File: src/rtl/twi_eeprom_pkg.sv
package twi_eeprom_pkg;

    localparam int CNT_W   = 6;   // bit count reaches at most 35
    localparam int WADDR_W = 13;  // widest word address
    localparam int DATA_W  = 8;

    typedef struct packed {
        logic               started;
        logic               scl;      // previous sampled clock level
        logic               sda;      // previous sampled data level
        logic [CNT_W-1:0]   cnt;
        logic [3:0]         dev;      // device-byte bits 3:0 (bit 0 = read)
        logic [WADDR_W-1:0] addr;
        logic [DATA_W-2:0]  shreg;    // first seven bits of an incoming byte
    } slv_state_t;

endpackage

File: src/rtl/twi_cond_detect.sv
module twi_cond_detect (
    input  logic scl_prev_i,
    input  logic sda_prev_i,
    input  logic scl_i,
    input  logic sda_i,
    input  logic started_i,
    output logic start_o,
    output logic stop_o,
    output logic rise_o,
    output logic fall_o
);
    logic scl_held;

    always_comb begin
        scl_held = scl_prev_i & scl_i;
        start_o  = scl_held & sda_prev_i & ~sda_i;
        stop_o   = scl_held & ~sda_prev_i & sda_i;
        rise_o   = ~scl_held & started_i & ~scl_prev_i & scl_i;
        fall_o   = ~scl_held & started_i & scl_prev_i & ~scl_i;
    end
endmodule

File: src/rtl/twi_byte_store.sv
module twi_byte_store #(
    parameter int DEPTH  = 256,
    parameter int DATA_W = 8,
    localparam int AW    = $clog2(DEPTH)
) (
    input  logic              clk_i,
    input  logic              we_i,
    input  logic [AW-1:0]     idx_i,
    input  logic [DATA_W-1:0] wdata_i,
    output logic [DATA_W-1:0] rdata_o
);
    logic [DATA_W-1:0] mem_q [DEPTH];

    always_ff @(posedge clk_i) begin
        if (we_i) begin
            mem_q[idx_i] <= wdata_i;
        end
    end

    assign rdata_o = mem_q[idx_i];
endmodule

File: src/rtl/twi_eeprom_slave.sv
module twi_eeprom_slave
    import twi_eeprom_pkg::*;
#(
    parameter int MEM_BYTES = 256,
    localparam int AW       = $clog2(MEM_BYTES)
) (
    input  logic       clk_i,
    input  logic       rst_ni,
    input  logic [1:0] mode_i,
    input  logic       scl_i,
    input  logic       sda_i,
    output logic       sda_rd_o,
    output logic       ack_o
);
    slv_state_t st_d, st_q;

    logic              cond_start, cond_stop, scl_rise, scl_fall;
    logic              mode_legacy, mode_two;
    logic [CNT_W-1:0]  cnt_inc;
    logic [WADDR_W-1:0] addr_sh, idx_full;
    logic              is_ack, data_phase, read_dir;
    logic              mem_we;
    logic [DATA_W-1:0] mem_wdata, mem_rdata;
    logic [AW-1:0]     mem_idx;
    logic [2:0]        bit_sel;

    twi_cond_detect u_cond (
        .scl_prev_i (st_q.scl),
        .sda_prev_i (st_q.sda),
        .scl_i      (scl_i),
        .sda_i      (sda_i),
        .started_i  (st_q.started),
        .start_o    (cond_start),
        .stop_o     (cond_stop),
        .rise_o     (scl_rise),
        .fall_o     (scl_fall)
    );

    assign mode_legacy = (mode_i == 2'd0);
    assign mode_two    = mode_i[1];
    assign read_dir    = mode_legacy ? st_q.addr[0] : st_q.dev[0];
    assign idx_full    = mode_legacy ? {6'd0, st_q.addr[7:1]} : st_q.addr;
    assign mem_idx     = AW'(idx_full);
    assign is_ack      = (st_q.cnt == 6'd9) || (st_q.cnt == 6'd18) || (st_q.cnt == 6'd27);

    twi_byte_store #(
        .DEPTH  (MEM_BYTES),
        .DATA_W (DATA_W)
    ) u_store (
        .clk_i   (clk_i),
        .we_i    (mem_we),
        .idx_i   (mem_idx),
        .wdata_i (mem_wdata),
        .rdata_o (mem_rdata)
    );

    always_comb begin
        st_d       = st_q;
        st_d.scl   = scl_i;
        st_d.sda   = sda_i;
        mem_we     = 1'b0;
        mem_wdata  = {st_q.shreg, sda_i};
        cnt_inc    = st_q.cnt + 6'd1;
        data_phase = mode_two ? (st_q.cnt > 6'd27) : (st_q.cnt > 6'd18);
        addr_sh    = {st_q.addr[11:0], sda_i};
        if (!mode_two) begin
            addr_sh[12:8] = '0;
            if (st_q.cnt == 6'd17) begin
                addr_sh[10:8] = st_q.dev[3:1];
            end
        end

        if (cond_start) begin
            st_d.started = 1'b1;
            st_d.cnt     = '0;
        end else if (cond_stop) begin
            st_d.started = 1'b0;
        end else if (scl_rise) begin
            st_d.cnt = cnt_inc;
            if (mode_legacy) begin
                if (cnt_inc == 6'd18) begin
                    st_d.cnt = 6'd9;
                    if (st_q.addr[0]) begin
                        st_d.addr = {5'd0, st_q.addr[7:0] + 8'd2};
                    end
                end
            end else if (st_q.dev[0] && cnt_inc == 6'd18) begin
                st_d.cnt  = 6'd9;
                st_d.addr = st_q.addr + 13'd1;
            end else if (!mode_two && cnt_inc == 6'd27) begin
                st_d.cnt = 6'd18;
            end else if (cnt_inc == 6'd36) begin
                st_d.cnt = 6'd27;
            end
        end else if (scl_fall) begin
            if (mode_legacy) begin
                if (st_q.cnt > 6'd9) begin
                    if (!st_q.addr[0]) begin
                        st_d.shreg = {st_q.shreg[5:0], sda_i};
                        if (st_q.cnt == 6'd17) begin
                            mem_we         = 1'b1;
                            st_d.addr[2:1] = st_q.addr[2:1] + 2'd1;
                        end
                    end
                end else if (st_q.cnt != 6'd9 && st_q.cnt != 6'd0) begin
                    st_d.addr = {5'd0, st_q.addr[6:0], sda_i};
                end
            end else if (is_ack) begin
                st_d.shreg = st_q.shreg;
            end else if (data_phase) begin
                if (!st_q.dev[0]) begin
                    st_d.shreg = {st_q.shreg[5:0], sda_i};
                    if (st_q.cnt == (mode_two ? 6'd35 : 6'd26)) begin
                        mem_we         = 1'b1;
                        st_d.addr[3:0] = st_q.addr[3:0] + 4'd1;
                    end
                end
            end else if (st_q.cnt > 6'd9) begin
                if (!st_q.dev[0]) begin
                    st_d.addr = addr_sh;
                end
            end else if (st_q.cnt >= 6'd5) begin
                st_d.dev[2'(4'd8 - st_q.cnt[3:0])] = sda_i;
            end
        end
    end

    always_ff @(posedge clk_i) begin
        if (!rst_ni) begin
            st_q         <= '0;
            st_q.scl     <= 1'b1;
            st_q.sda     <= 1'b1;
        end else begin
            st_q <= st_d;
        end
    end

    assign bit_sel = 3'(6'd17 - st_q.cnt);
    assign ack_o   = st_q.started & is_ack;

    always_comb begin
        if (!st_q.started) begin
            sda_rd_o = sda_i;
        end else if (is_ack) begin
            sda_rd_o = 1'b0;
        end else if (read_dir && st_q.cnt > 6'd9 && st_q.cnt < 6'd18) begin
            sda_rd_o = mem_rdata[bit_sel];
        end else begin
            sda_rd_o = sda_i;
        end
    end
endmodule

File: config.mk
export PLATFORM = sky130hd
export DESIGN_NAME = twi_eeprom_slave
export DESIGN_NICKNAME = d
export VERILOG_FILES = /design/src/rtl/twi_eeprom_pkg.sv /design/src/rtl/twi_cond_detect.sv /design/src/rtl/twi_byte_store.sv /design/src/rtl/twi_eeprom_slave.sv
export SDC_FILE = /design/constraint.sdc
export NUM_CORES = 2
export LEC_CHECK = 0
export CORE_AREA = 3 3 368 442
export CTS_BUF_LIST = sky130_fd_sc_hd__clkbuf_8
export DETAILED_ROUTE_END_ITERATION = 7
export DIE_AREA = 0 0 371 445
export DONT_BUFFER_PORTS = 1
export SLEW_MARGIN = 20
export SYNTH_ARGS = -nofsm -noshare
export SYNTH_HDL_FRONTEND = slang
export SYNTH_SLANG_ARGS = --single-unit
File: constraint.sdc
create_clock -name clk_i -period 6.6 [get_ports clk_i]
set_clock_uncertainty 0.15 [all_clocks]
set_input_delay 1.65 -clock clk_i [delete_from_list [all_inputs] [get_ports clk_i]]
set_output_delay 1.65 -clock clk_i [all_outputs]
set_load 0.03 [all_outputs]
==> flow_summary_export.csv <==
group,metric,value,unit
sta,setup_tns,-340,ps
worst_hold_path,hold_end,"st_q[20]",
yosys,syn_area_per_cell,15.5,sq um
clocking,clock_latency,1030,ps
yosys,syn_inst,5121,
clocking,cts_made_buffers,329,
critical_path,critPathLaunch,"mode_i[0]",
critical_path,crit_arrival,5140,ps
die,core,0.159,sq mm
place,dpl_worst_slack,-1110,ps
pwr,leakagePower,33.4,nW
place,placed_cell_area,0.0863,sq mm
pwr,ir_drop,0.000176,V
run_status,status,"finished, violations left",
yosys,async_flop_share,0,
place,dp_hpwl,141000,um
global_routing,grtUsageTotal,0.283,
drt,wl,238000,um
pwr,p_per_area,266,mW/mm^2
worst_hold_path,hold_class,"flop to flop",
yosys,ys_ff_latch,2073,
sta,fmax,144,MHz
cells_and_area,area_growth,18.4,%
critical_path,worst_setup_path_end_kind,"output port",
global_routing,grt_max_degree,265,
critical_path,rr_worst_depth,11,
yosys,syn-num-nets,5139,
sta,setup_violations,1,
yosys,synth_enable_flop_cells,2048,
place,port-buffer-count,0,
sta,rsz0062_at_grt,"true",
critical_path,worstSetupPathType,"input pin to output port",
yosys,ys_top_cells_by_count,"2048 x edfxtp_1, 709 x o22ai_1, 646 x nor3_1",
drt,drt-pass1-iter-count,6,
clocking,h-tree-depth,5,
yosys,yosysMostFrequentCell,"edfxtp_1",
global_routing,overflow,0,
yosys,synth_ff_type,"edfxtp_1",
die,initial_utilization,0.499,
sta,worst_pin_slew,1180,ps
yosys,synth_area_leader_cell,"edfxtp_1",
yosys,synth_area,0.0792,sq mm
drt,drt_iter0_drc,5936,
yosys,ys.warnings.count,0,
yosys,ys_seq_area_frac,0.783,
cells_and_area,design_area,0.0937,sq mm
critical_path,crit_required,4800,ps
drt,drcViolationCount,0,
yosys,synth_cell_types,62,
job,drv_cap,0,
worst_hold_path,hold_start,"st_q[20]",
sta,drv_slew,0,
clocking,clk_pin_slew,60,ps
critical_path,ff2ff_setup_slack,2040,ps
critical_path,start_kind,"input pin",
die,die_y,445,um
cells_and_area,drive_above_1_share,0.208,
die,die_x,371,um
clocking,clock_sinks,2073,
die,die_area,0.165,sq mm
clocking,cts_buffer_depth,4,
sta,period_share,1.05,
drt,avgViaCountPerCell,6.38,
sta,hold_violations,0,
sta,layout_setup_ws,-340,ps
clocking,cts_tree,"built",
global_routing,grt_pass1_vias,50576,
global_routing,antenna_found_initial,5,
drt,wl_per_cell,29.3,um
die,design.portCount,8,
critical_path,r2r-start,"st_q[26]",
place,gp_congestion,0.902,
clocking,hold_buffers,0,
yosys,synth_top_area_share,0.777,
critical_path,crit_path_max_fanout,19,
drt,final_antenna_net_count,0,
run_status,violations,"negative setup slack",
worst_hold_path,holdPathStages,2,
clocking,cts_root_buf,"clkbuf_8",
cells_and_area,final_net_count,5762,
die,num_rows,160,
sta,min_period,6940,ps
yosys,synth_area_leaders,"edfxtp_1 78%, o22ai_1 5.6%, nor3_1 4.1%, o31ai_1 3.0%, nor2_1 1.5%",
drt,vias,51645,
sta,slew_headroom,0.209,
critical_path,r2r_end,"u_store.mem_q[83][0]",
global_routing,grt_pass1_wl,343000,um
[kinds of logic after synthesis]
| family | synth area share |
|---|---|
| DFF | 0.783 |
| AOI/OAI and AO/OA | 0.124 |
| and+or+nand+nor | 0.0647 |
| buffers and inverters | 0.0235 |
| muxes | 0.00186 |
| adders and majority gates | 0.00190 |
| xor gates and xnor gates | 0.000995 |
[registers in the layout, indices dropped and copies added (netlist names)]
signal	flops
addr_sh	7
u_store.mem_q	2048
st_q	11
mem_wdata	7
[how the worst max path moves through the flow]
stage / slack (ps) / to / cells after the start
2_1_floorplan: 360 / sda_rd_o / 13
3_3_place_gp: -1150 / sda_rd_o / 16
3_5_place_dp: -1110 / sda_rd_o / 16
4_1_cts: -280 / sda_rd_o / 17
5_1_grt: -440 / sda_rd_o / 17
6_report: -340 / sda_rd_o / 17
[worst max-delay path, stage by stage]
cell and delay (ps):
or2_4 250, buf_4 170, a21oi_4 190, buf_12 200
buf_12 200, buf_4 220, o22ai_1 100, o21ai_0 200
a41oi_1 250, o41ai_1 460, buf_4 210, nand3_1 90
o22ai_2 230, o21ai_4 110, o31a_1 290, o21ai_1 120
buf_4 170
[stage by stage]
step | total power [mW] | cells | hold slack (ps) | utilization
after floorplan | 14.9 | 5121 | 416 | -
after global placement | 15.3 | 7466 | 456 | 0.543
after detailed placement | 15.3 | 7466 | 471 | 0.544
after CTS | 25.1 | 8076 | 430 | 0.588
after global routing | 25.7 | 8091 | 488 | 0.590
final | 25.0 | 8095 | 488 | 0.591
[routing by layer]
metal  up-vias  track usage  share of wire
met1     26292        0.384           0.39
met2      2551        0.449           0.48
li1      22312            -              -
met3       490       0.0604          0.089
met5         -            0              0
met4         0        0.114          0.040
[layout make-up]
cell class | instances | area [sq um]
flip-flops and latches | 2073 | 62000
fillers | 11964 | 65000
clock buffers | 341 | 4690
multi-input cells | 2615 | 16200
well taps | 2106 | 2640
repair buffers | 717 | 7090
diodes | 6 | 15.0
clock inverters | 229 | 1040
inverters | 8 | 37.5
[cells in the final DEF, fill, tap and decap left out, drive strengths merged, types with 9 or more instances in the layout]
master,count
edfxtp,2048
o22ai,709
buf,707
nor3,646
clkbuf,346
o31ai,320
nor2,310
o21ai,222
clkinv,126
a41oi,125
inv,103
nand2,71
a21oi,29
dfxtp,25
o41ai,25
nand3,17
ha,12
mux2i,11
nor4,10
nand4,9
[where the power goes]
part | switching [mW] | internal [mW]
registers | 0.00623 | 14.3
clock network | 4.88 | 4.93
logic | 0.530 | 0.349
total | 5.42 | 19.5
[timing repair]
| item | in CTS | in global routing |
|---|---|---|
| pin swaps | 53 | 34 |
| endpoints found under the hold margin | 0 | 0 |
| gates resized for setup | 144 | 51 |
| setup buffers | 30 | 11 |
| setup endpoints to repair | 1 | 1 |
| cloned | 11 | 5 |
No activity file was read; power rests on OpenSTA's default activity.
